File: src/rtl/baud_pkg.sv
package baud_pkg;
  typedef enum logic [2:0] {
    OFS_LANE0 = 3'd0,
    OFS_LANE1 = 3'd1,
    OFS_SPARE = 3'd2,
    OFS_LINE  = 3'd3
  } reg_ofs_e;

  localparam int BUS_W    = 8;
  localparam int LATCH_BIT = 7;
  localparam int IEN_W    = 4;
endpackage

File: src/rtl/baud_div_latch.sv
module baud_div_latch
  import baud_pkg::*;
#(
  parameter int DIV_W   = 16,
  parameter int RST_DIV = 12
) (
  input  logic             clk,
  input  logic             rst_n,
  input  logic             wr_en,
  input  logic [2:0]       addr,
  input  logic [BUS_W-1:0] wdata,
  input  logic             latch_sel,
  output logic [DIV_W-1:0] div_q,
  output logic [DIV_W-1:0] div_next,
  output logic             restart
);
  localparam int LANES = DIV_W / BUS_W;
  localparam logic [DIV_W-1:0] RST_VAL = DIV_W'(RST_DIV);

  logic [LANES-1:0] lane_we;

  genvar g;
  generate
    for (g = 0; g < LANES; g++) begin : g_lane
      assign lane_we[g] = wr_en && latch_sel && (addr == 3'(g));
    end
  endgenerate

  always_comb begin
    div_next = div_q;
    for (int b = 0; b < LANES; b++) begin
      if (lane_we[b]) div_next[b*BUS_W +: BUS_W] = wdata;
    end
  end

  assign restart = |lane_we;

  always_ff @(posedge clk) begin
    if (!rst_n) div_q <= RST_VAL;
    else        div_q <= div_next;
  end
endmodule

File: src/rtl/baud_side_regs.sv
module baud_side_regs
  import baud_pkg::*;
(
  input  logic             clk,
  input  logic             rst_n,
  input  logic             wr_en,
  input  logic [2:0]       addr,
  input  logic [BUS_W-1:0] wdata,
  output logic             latch_sel,
  output logic [BUS_W-1:0] hold_q,
  output logic [IEN_W-1:0] ien_q
);
  always_ff @(posedge clk) begin
    if (!rst_n) begin
      latch_sel <= 1'b0;
      hold_q    <= '0;
      ien_q     <= '0;
    end else if (wr_en) begin
      case (reg_ofs_e'(addr))
        OFS_LINE:  latch_sel <= wdata[LATCH_BIT];
        OFS_LANE0: if (!latch_sel) hold_q <= wdata;
        OFS_LANE1: if (!latch_sel) ien_q  <= wdata[IEN_W-1:0];
        default: ;
      endcase
    end
  end
endmodule

File: src/rtl/baud_divider.sv
module baud_divider #(
  parameter int DIV_W   = 16,
  parameter int RST_DIV = 12
) (
  input  logic             clk,
  input  logic             rst_n,
  input  logic             restart,
  input  logic [DIV_W-1:0] div_next,
  input  logic [DIV_W-1:0] div_q,
  output logic             tick_o
);
  localparam logic [DIV_W-1:0] RST_CNT = (RST_DIV > 0) ? DIV_W'(RST_DIV - 1) : '0;

  logic [DIV_W-1:0] cnt_q;

  always_ff @(posedge clk) begin
    if (!rst_n) begin
      cnt_q  <= RST_CNT;
      tick_o <= 1'b0;
    end else if (restart) begin
      cnt_q  <= (div_next == '0) ? '0 : div_next - 1'b1;
      tick_o <= 1'b0;
    end else if (div_q == '0) begin
      cnt_q  <= '0;
      tick_o <= 1'b0;
    end else if (cnt_q == '0) begin
      cnt_q  <= div_q - 1'b1;
      tick_o <= 1'b1;
    end else begin
      cnt_q  <= cnt_q - 1'b1;
      tick_o <= 1'b0;
    end
  end
endmodule

File: src/rtl/baud_tick_gen.sv
module baud_tick_gen
  import baud_pkg::*;
#(
  parameter int DIV_W   = 16,
  parameter int RST_DIV = 12
) (
  input  logic       clk,
  input  logic       rst_n,
  input  logic       wr_en,
  input  logic [2:0] addr,
  input  logic [7:0] wdata,
  output logic [7:0] rdata,
  output logic       tick_o
);
  logic             latch_sel;
  logic [BUS_W-1:0] hold_q;
  logic [IEN_W-1:0] ien_q;
  logic [DIV_W-1:0] div_q;
  logic [DIV_W-1:0] div_next;
  logic             restart;

  baud_side_regs u_side (
    .clk(clk), .rst_n(rst_n), .wr_en(wr_en), .addr(addr), .wdata(wdata),
    .latch_sel(latch_sel), .hold_q(hold_q), .ien_q(ien_q)
  );

  baud_div_latch #(.DIV_W(DIV_W), .RST_DIV(RST_DIV)) u_latch (
    .clk(clk), .rst_n(rst_n), .wr_en(wr_en), .addr(addr), .wdata(wdata),
    .latch_sel(latch_sel), .div_q(div_q), .div_next(div_next), .restart(restart)
  );

  baud_divider #(.DIV_W(DIV_W), .RST_DIV(RST_DIV)) u_div (
    .clk(clk), .rst_n(rst_n), .restart(restart), .div_next(div_next),
    .div_q(div_q), .tick_o(tick_o)
  );

  always_comb begin
    case (reg_ofs_e'(addr))
      OFS_LANE0: rdata = latch_sel ? div_q[BUS_W-1:0] : hold_q;
      OFS_LANE1: rdata = latch_sel ? div_q[2*BUS_W-1:BUS_W]
                                   : {{(BUS_W-IEN_W){1'b0}}, ien_q};
      OFS_LINE:  rdata = {latch_sel, 7'b0};
      default:   rdata = '0;
    endcase
  end
endmodule

File: config.mk
export PLATFORM = sky130hd
export DESIGN_NAME = baud_tick_gen
export DESIGN_NICKNAME = d
export VERILOG_FILES = /design/src/rtl/baud_pkg.sv /design/src/rtl/baud_div_latch.sv /design/src/rtl/baud_side_regs.sv /design/src/rtl/baud_divider.sv /design/src/rtl/baud_tick_gen.sv
export SDC_FILE = /design/constraint.sdc
export NUM_CORES = 1
export LEC_CHECK = 0
export ABC_AREA = 1
export BUFFER_PORTS_ARGS = -buffer_cell sky130_fd_sc_hd__buf_2
export CAP_MARGIN = 20
export CORE_MARGIN = 5
export CORE_UTILIZATION = 57
export DETAILED_ROUTE_END_ITERATION = 8
export MAX_ROUTING_LAYER = met4
export PLACE_DENSITY = 0.8
export SLEW_MARGIN = 20
export SYNTH_ARGS = -nofsm -noshare
export SYNTH_HDL_FRONTEND = slang
export SYNTH_SLANG_ARGS = --single-unit
File: constraint.sdc
create_clock -name clk -period 3.06 [get_ports clk]
set_clock_uncertainty 0.15 [all_clocks]
set_input_delay 0.306 -clock clk [delete_from_list [all_inputs] [get_ports clk]]
set_output_delay 0.306 -clock clk [all_outputs]
set_load 0.02 [all_outputs]
**Word-level counts from Yosys, hierarchy flattened**

Cells that the tools add are included.

- Flip-flop bits (word level): 46
- Output and inout port bits: 9
- Input port bits: 14
- Logic and storage cells: 35

- Add/sub/neg operators: 3
- Reduce and logical (&&, ||, !) cells: 12
- Muxes and demuxes: 10
- Eq/ne operators: 2
- Bitwise operators: 2

Operator list:

| cell | count |
|---|---|
| 2-to-1 mux 16 bit | 4 |
| logical NOT 16 bit | 3 |
| subtractor 16 x 1 -> 16 bit, second input constant | 3 |
| 2-to-1 mux 8 bit | 4 |
| case mux 8 bit (3 select lines) | 1 |
| AND reduction 3 bit | 2 |
| OR reduction 4 bit | 1 |
| == test 3 x 1 -> 1 bit, second input constant | 1 |
| == test 3 x 2 -> 1 bit, second input constant | 1 |
| logical AND 1 bit | 3 |
| logical NOT 3 bit | 1 |
| inverter 1 bit | 2 |
| AND reduction 2 bit | 1 |
| OR reduction 2 bit | 1 |
| 2-to-1 mux 1 bit | 1 |

**Depth between registers and ports, before layout**

- Word-level depth: 6
- Gate-level depth with buffers: 16
- Gate-level depth less buffers: 15

**Hierarchy**

A second synthesis with hierarchy kept.

- Cells, all modules: 588
- Area total of the unflattened synthesis: 3,567.2 um^2

Modules (own cells, without submodules):

| module | cells each | times used | sequential area each (um^2) | area an instance (um^2) |
|---|---|---|---|---|
| baud_divider | 279 | 1 | 340.3 | 1,709.1 |
| baud_div_latch | 127 | 1 | 320.3 | 795.8 |
| baud_side_regs | 104 | 1 | 260.2 | 683.2 |
| baud_tick_gen | 78 | 1 | 0.0 | 379.1 |

**Least setup slack after synthesis**

OpenSTA, ideal clock, no wires.

- Kind: in2reg
- From: in addr[0]
- To: reg u_div.cnt_q[10]
- Buffers on the path: 1
- Arrival: 1.894 ns
- Setup time: 0.132 ns
- Required time: 2.778 ns
- Stages: 11
- Path slack: 0.883 ns
- Cell sequence: nor2_1 nand3_4 buf_12 o21ai_2 ha_1 nand3_2 nor2_2 nand2_1 or2_0 nand3_1 a21oi_1

- Longest elaborated chain between the ends: 6
- Elaborated cells on any way between the ends: 11
- Those cells by class: add/sub (1); eq/ne (1); mux (4); reduce/logical (5)

Ends and longest elaborated chain:

| item | line | text |
|---|---|---|
| start, declared | baud_tick_gen.sv:10 | `input logic [2:0] addr,` |
| == test 3 x 1 -> 1 bit or logical NOT 3 bit (tied branches) | baud_div_latch.sv:25 | `assign lane_we[g] = wr_en && latch_sel && (addr == 3'(g));` |
| logical AND 1 bit | baud_div_latch.sv:25 |  |
| 2-to-1 mux 8 bit | baud_div_latch.sv:32 | `if (lane_we[b]) div_next[b*BUS_W +: BUS_W] = wdata;` |
| subtractor 16 x 1 -> 16 bit or logical NOT 16 bit (tied branches) | baud_divider.sv:21 | `cnt_q <= (div_next == '0) ? '0 : div_next - 1'b1;` |
| 2-to-1 mux 16 bit | baud_divider.sv:21 |  |
| 2-to-1 mux 16 bit (*) | baud_divider.sv:20 | `end else if (restart) begin` |
| end signal, assigned | baud_divider.sv:21 |  |
| end signal, assigned | baud_divider.sv:27 | `cnt_q <= div_q - 1'b1;` |
| end signal, assigned | baud_divider.sv:30 | `cnt_q <= cnt_q - 1'b1;` |
| end, declared | baud_divider.sv:14 | `logic [DIV_W-1:0] cnt_q;` |

Every way passes the cells marked *; elsewhere a longest branch is shown, timed or not.
A chain may end at the register's enable or synchronous reset.

**Final worst setup path**

- From: reg u_side.latch_sel
- To: reg u_div.cnt_q[10]

- Longest elaborated chain between the ends: 6
- Elaborated cells on any way between the ends: 10
- Those cells by class: add/sub (1); mux (4); reduce/logical (5)

Ends and longest elaborated chain:

| item | line | text |
|---|---|---|
| start, declared | baud_side_regs.sv:9 | `output logic latch_sel,` |
| start signal, assigned | baud_side_regs.sv:20 | `OFS_LINE: latch_sel <= wdata[LATCH_BIT];` |
| logical AND 1 bit (*) | baud_div_latch.sv:25 |  |
| logical AND 1 bit | baud_div_latch.sv:25 |  |
| 2-to-1 mux 8 bit | baud_div_latch.sv:32 |  |
| subtractor 16 x 1 -> 16 bit or logical NOT 16 bit (tied branches) | baud_divider.sv:21 |  |
| 2-to-1 mux 16 bit | baud_divider.sv:21 |  |
| 2-to-1 mux 16 bit (*) | baud_divider.sv:20 |  |

Marks and branches as above.

==> qor.txt <==
Die width: 84.7 um
Peak VDD IR: 0.243 mV
Synthesized instance count: 512
Routability congestion estimate: 1.01
Htree depth: 2
Placed inst area: 3340 um^2
HP Class: in -> reg
Total GRT Usage: 0.267
CP Max Fanout: 15
Setup_tns: 0 ps
Area Growth Syn to Fin: 8.57%
Inserted Clock Buffers: 5
Cells taking the most area after synthesis: dfxtp_1 (29%), nand2_1 (17%), nand3_1 (8.8%)
Fill cells: 534
Ys Warns: 0
Die height: 84.7 um
Postcts setup bufs: 0
Via Count: 3347
DIE AREA: 7180 um^2
Remaining Overflow, GRT: 0
IO buf count: 22
Core area: 5470 um^2
Final hold vios: 0
Status: finished clean
Clk root buf: clkbuf_8
Share of cells above drive strength 1: 0.122
Final ANT Viol Nets: 0
Routed WL: 8910 um
Leak Pwr: 1.66 nW
# setup viols final: 0
Fin crit period: 2380 ps
Top-count cell post-synth: nand2_1
Via count of the first global-routing pass: 3073
CTS sink cnt: 46
Dpl hpwl: 6970 um
I/O pins: 23
Max Cap Violations: 0
Synth top cells by count: nand2_1 (142), inv_1 (64), nand3_1 (56), nor2_1 (54), dfxtp_1 (46)
Top_reg_cell synth: dfxtp_1
Routed wire per std cell: 14.8 um
Max Freq: 421 MHz
Post-Layout Inst Area: 3450 um^2
Final critical-path share of the clock period: 0.776
Startpoint class of the critical path: flop
TritonCTS clock tree: built
Remaining DRCs: 0
First-pass GRT wire length: 14900 um
Row count: 27
1st-pass router iterations: 7
Slew headroom: 0.706
FF+latch count, synth: 46
Initial Util: 0.581
Synthesized area: 3180 um^2
Ant. Diodes: 0
Required time of the critical path: 3100 ps
Max Slew Vio Count: 0
Via density: 5.54
Area leader, netlist: dfxtp_1
CP Data Arrival Time: 2410 ps
Critical Path End Type: flop
Hold_buf cts: 0
RSZ-0062 raised after global routing: no
Insertion delay to the later sink of the worst-skew pair: 310 ps
Initial antenna violation count: 0
EDFF count, synth: 0
Post-synthesis sequential area ratio: 0.289
Reg clk slew, reported paths: 90 ps
Critical path class: reg -> reg
Async S/R FF share, synth: 0
Post-CTS sizing: 0
Worst-Margin Slew: 437 ps
Avg Cell Area, Syn: 6.21 um^2
Clock buffer depth: 2
Area share of the largest cell type after synthesis: 0.289
Cell Pwr Density: 360 nW/um^2
Initial DRC Count: 252
Final Net Count: 548
Post-Syn Nets: 529
Largest net degree at the start of global routing: 31
Yosys cell types: 36
## kinds of logic (layout without fill, tap and decap cells)
group,Yosys count,after routing,synth area share
buf+inv,85,105,0.110
xor+xnor,11,11,0.0303
fa+ha+maj,3,3,0.0118
simple gates,289,289,0.409
flops,46,46,0.289
compound gates,78,78,0.149
## metrics by stage
step | utilization | power [mW] | hold slack (ps) | setup slack (ps) | std cells
CTS | 0.631 | 1.25 | 168 | 704 | 604
detailed placement | 0.610 | 0.783 | 291 | 573 | 596
global route | 0.631 | 1.30 | 186 | 479 | 604
floorplan | - | 0.736 | 275 | 883 | 512
finish | 0.631 | 1.24 | 180 | 684 | 604
global placement | 0.610 | 0.781 | 284 | 647 | 596
## sequential cells by signal, indices dropped and copies added (netlist names)
register          flops
u_div.cnt_q          16
u_latch.div_q        16
u_side.hold_q         8
u_side.ien_q          4
u_div.tick_o          1
u_side.latch_sel      1
## cells in the final DEF (no fill, tap or decap), types with 2 or more instances in the layout
cell type / n
o21ai_1: 9
a22o_1: 4
nand2_1: 142
buf_4: 6
nand4_1: 7
a31oi_1: 2
nand2_2: 6
nor2_1: 54
inv_1: 64
dfxtp_1: 46
o211ai_1: 2
nor4_1: 5
o21ai_0: 29
nand3_1: 56
clkbuf_8: 5
inv_2: 2
nand3_2: 2
a21oi_1: 22
ha_1: 3
xor2_1: 7
a32o_1: 4
o21ai_4: 3
or2_0: 2
nor2_4: 3
o21ai_2: 2
clkinv_1: 3
xnor2_1: 4
nor2_2: 7
buf_2: 22
## where the power goes
part | switching (mW) | internal (mW) | total (mW)
combinational | 0.105 | 0.0465 | 0.152
clock | 0.223 | 0.249 | 0.472
sequential | 0.00699 | 0.612 | 0.619
total | 0.336 | 0.908 | 1.24
## cell type report
type                            instances  area (um^2)  share of cell area
Timing Repair Buffer                   28          155              0.0449
Tap cell                               72         90.1              0.0261
Sequential cell                        46          921               0.267
Clock buffer                            5         68.8              0.0199
Multi-Input combinational cell        381         1910               0.553
Clock inverter                          3         48.8              0.0141
Inverter                               69          259              0.0750
## worst paths after layout
check	start	endpoint	slack [ps]	depth (start not counted)
setup / recovery	u_side.latch_sel	u_div.cnt_q[10]	680	11
hold / removal	wdata[5]	u_side.hold_q[5]	180	3
hold reg to reg	u_side.ien_q[2]	u_side.ien_q[2]	300	2
setup reg to reg	u_side.latch_sel	u_div.cnt_q[10]	680	11
## metal layers
metal,part of all wire,vias up,global-route usage
li1,-,1693,-
met1,0.44,1479,0.351
met2,0.44,148,0.414
met3,0.080,27,0.0373
met4,0.035,0,0.102
met5,0,-,-
## worst max-delay path: stages (launching register included)
cell and delay (ps):
dfxtp_1 340, nand2_1 90, inv_2 120, nand3_4 220, o21ai_2 310, ha_1 270, nand3_2 130, nor2_2 200
nand2_1 90, or2_0 200, nand3_1 80, a21oi_1 60
(Power assumes the default switching activity.)
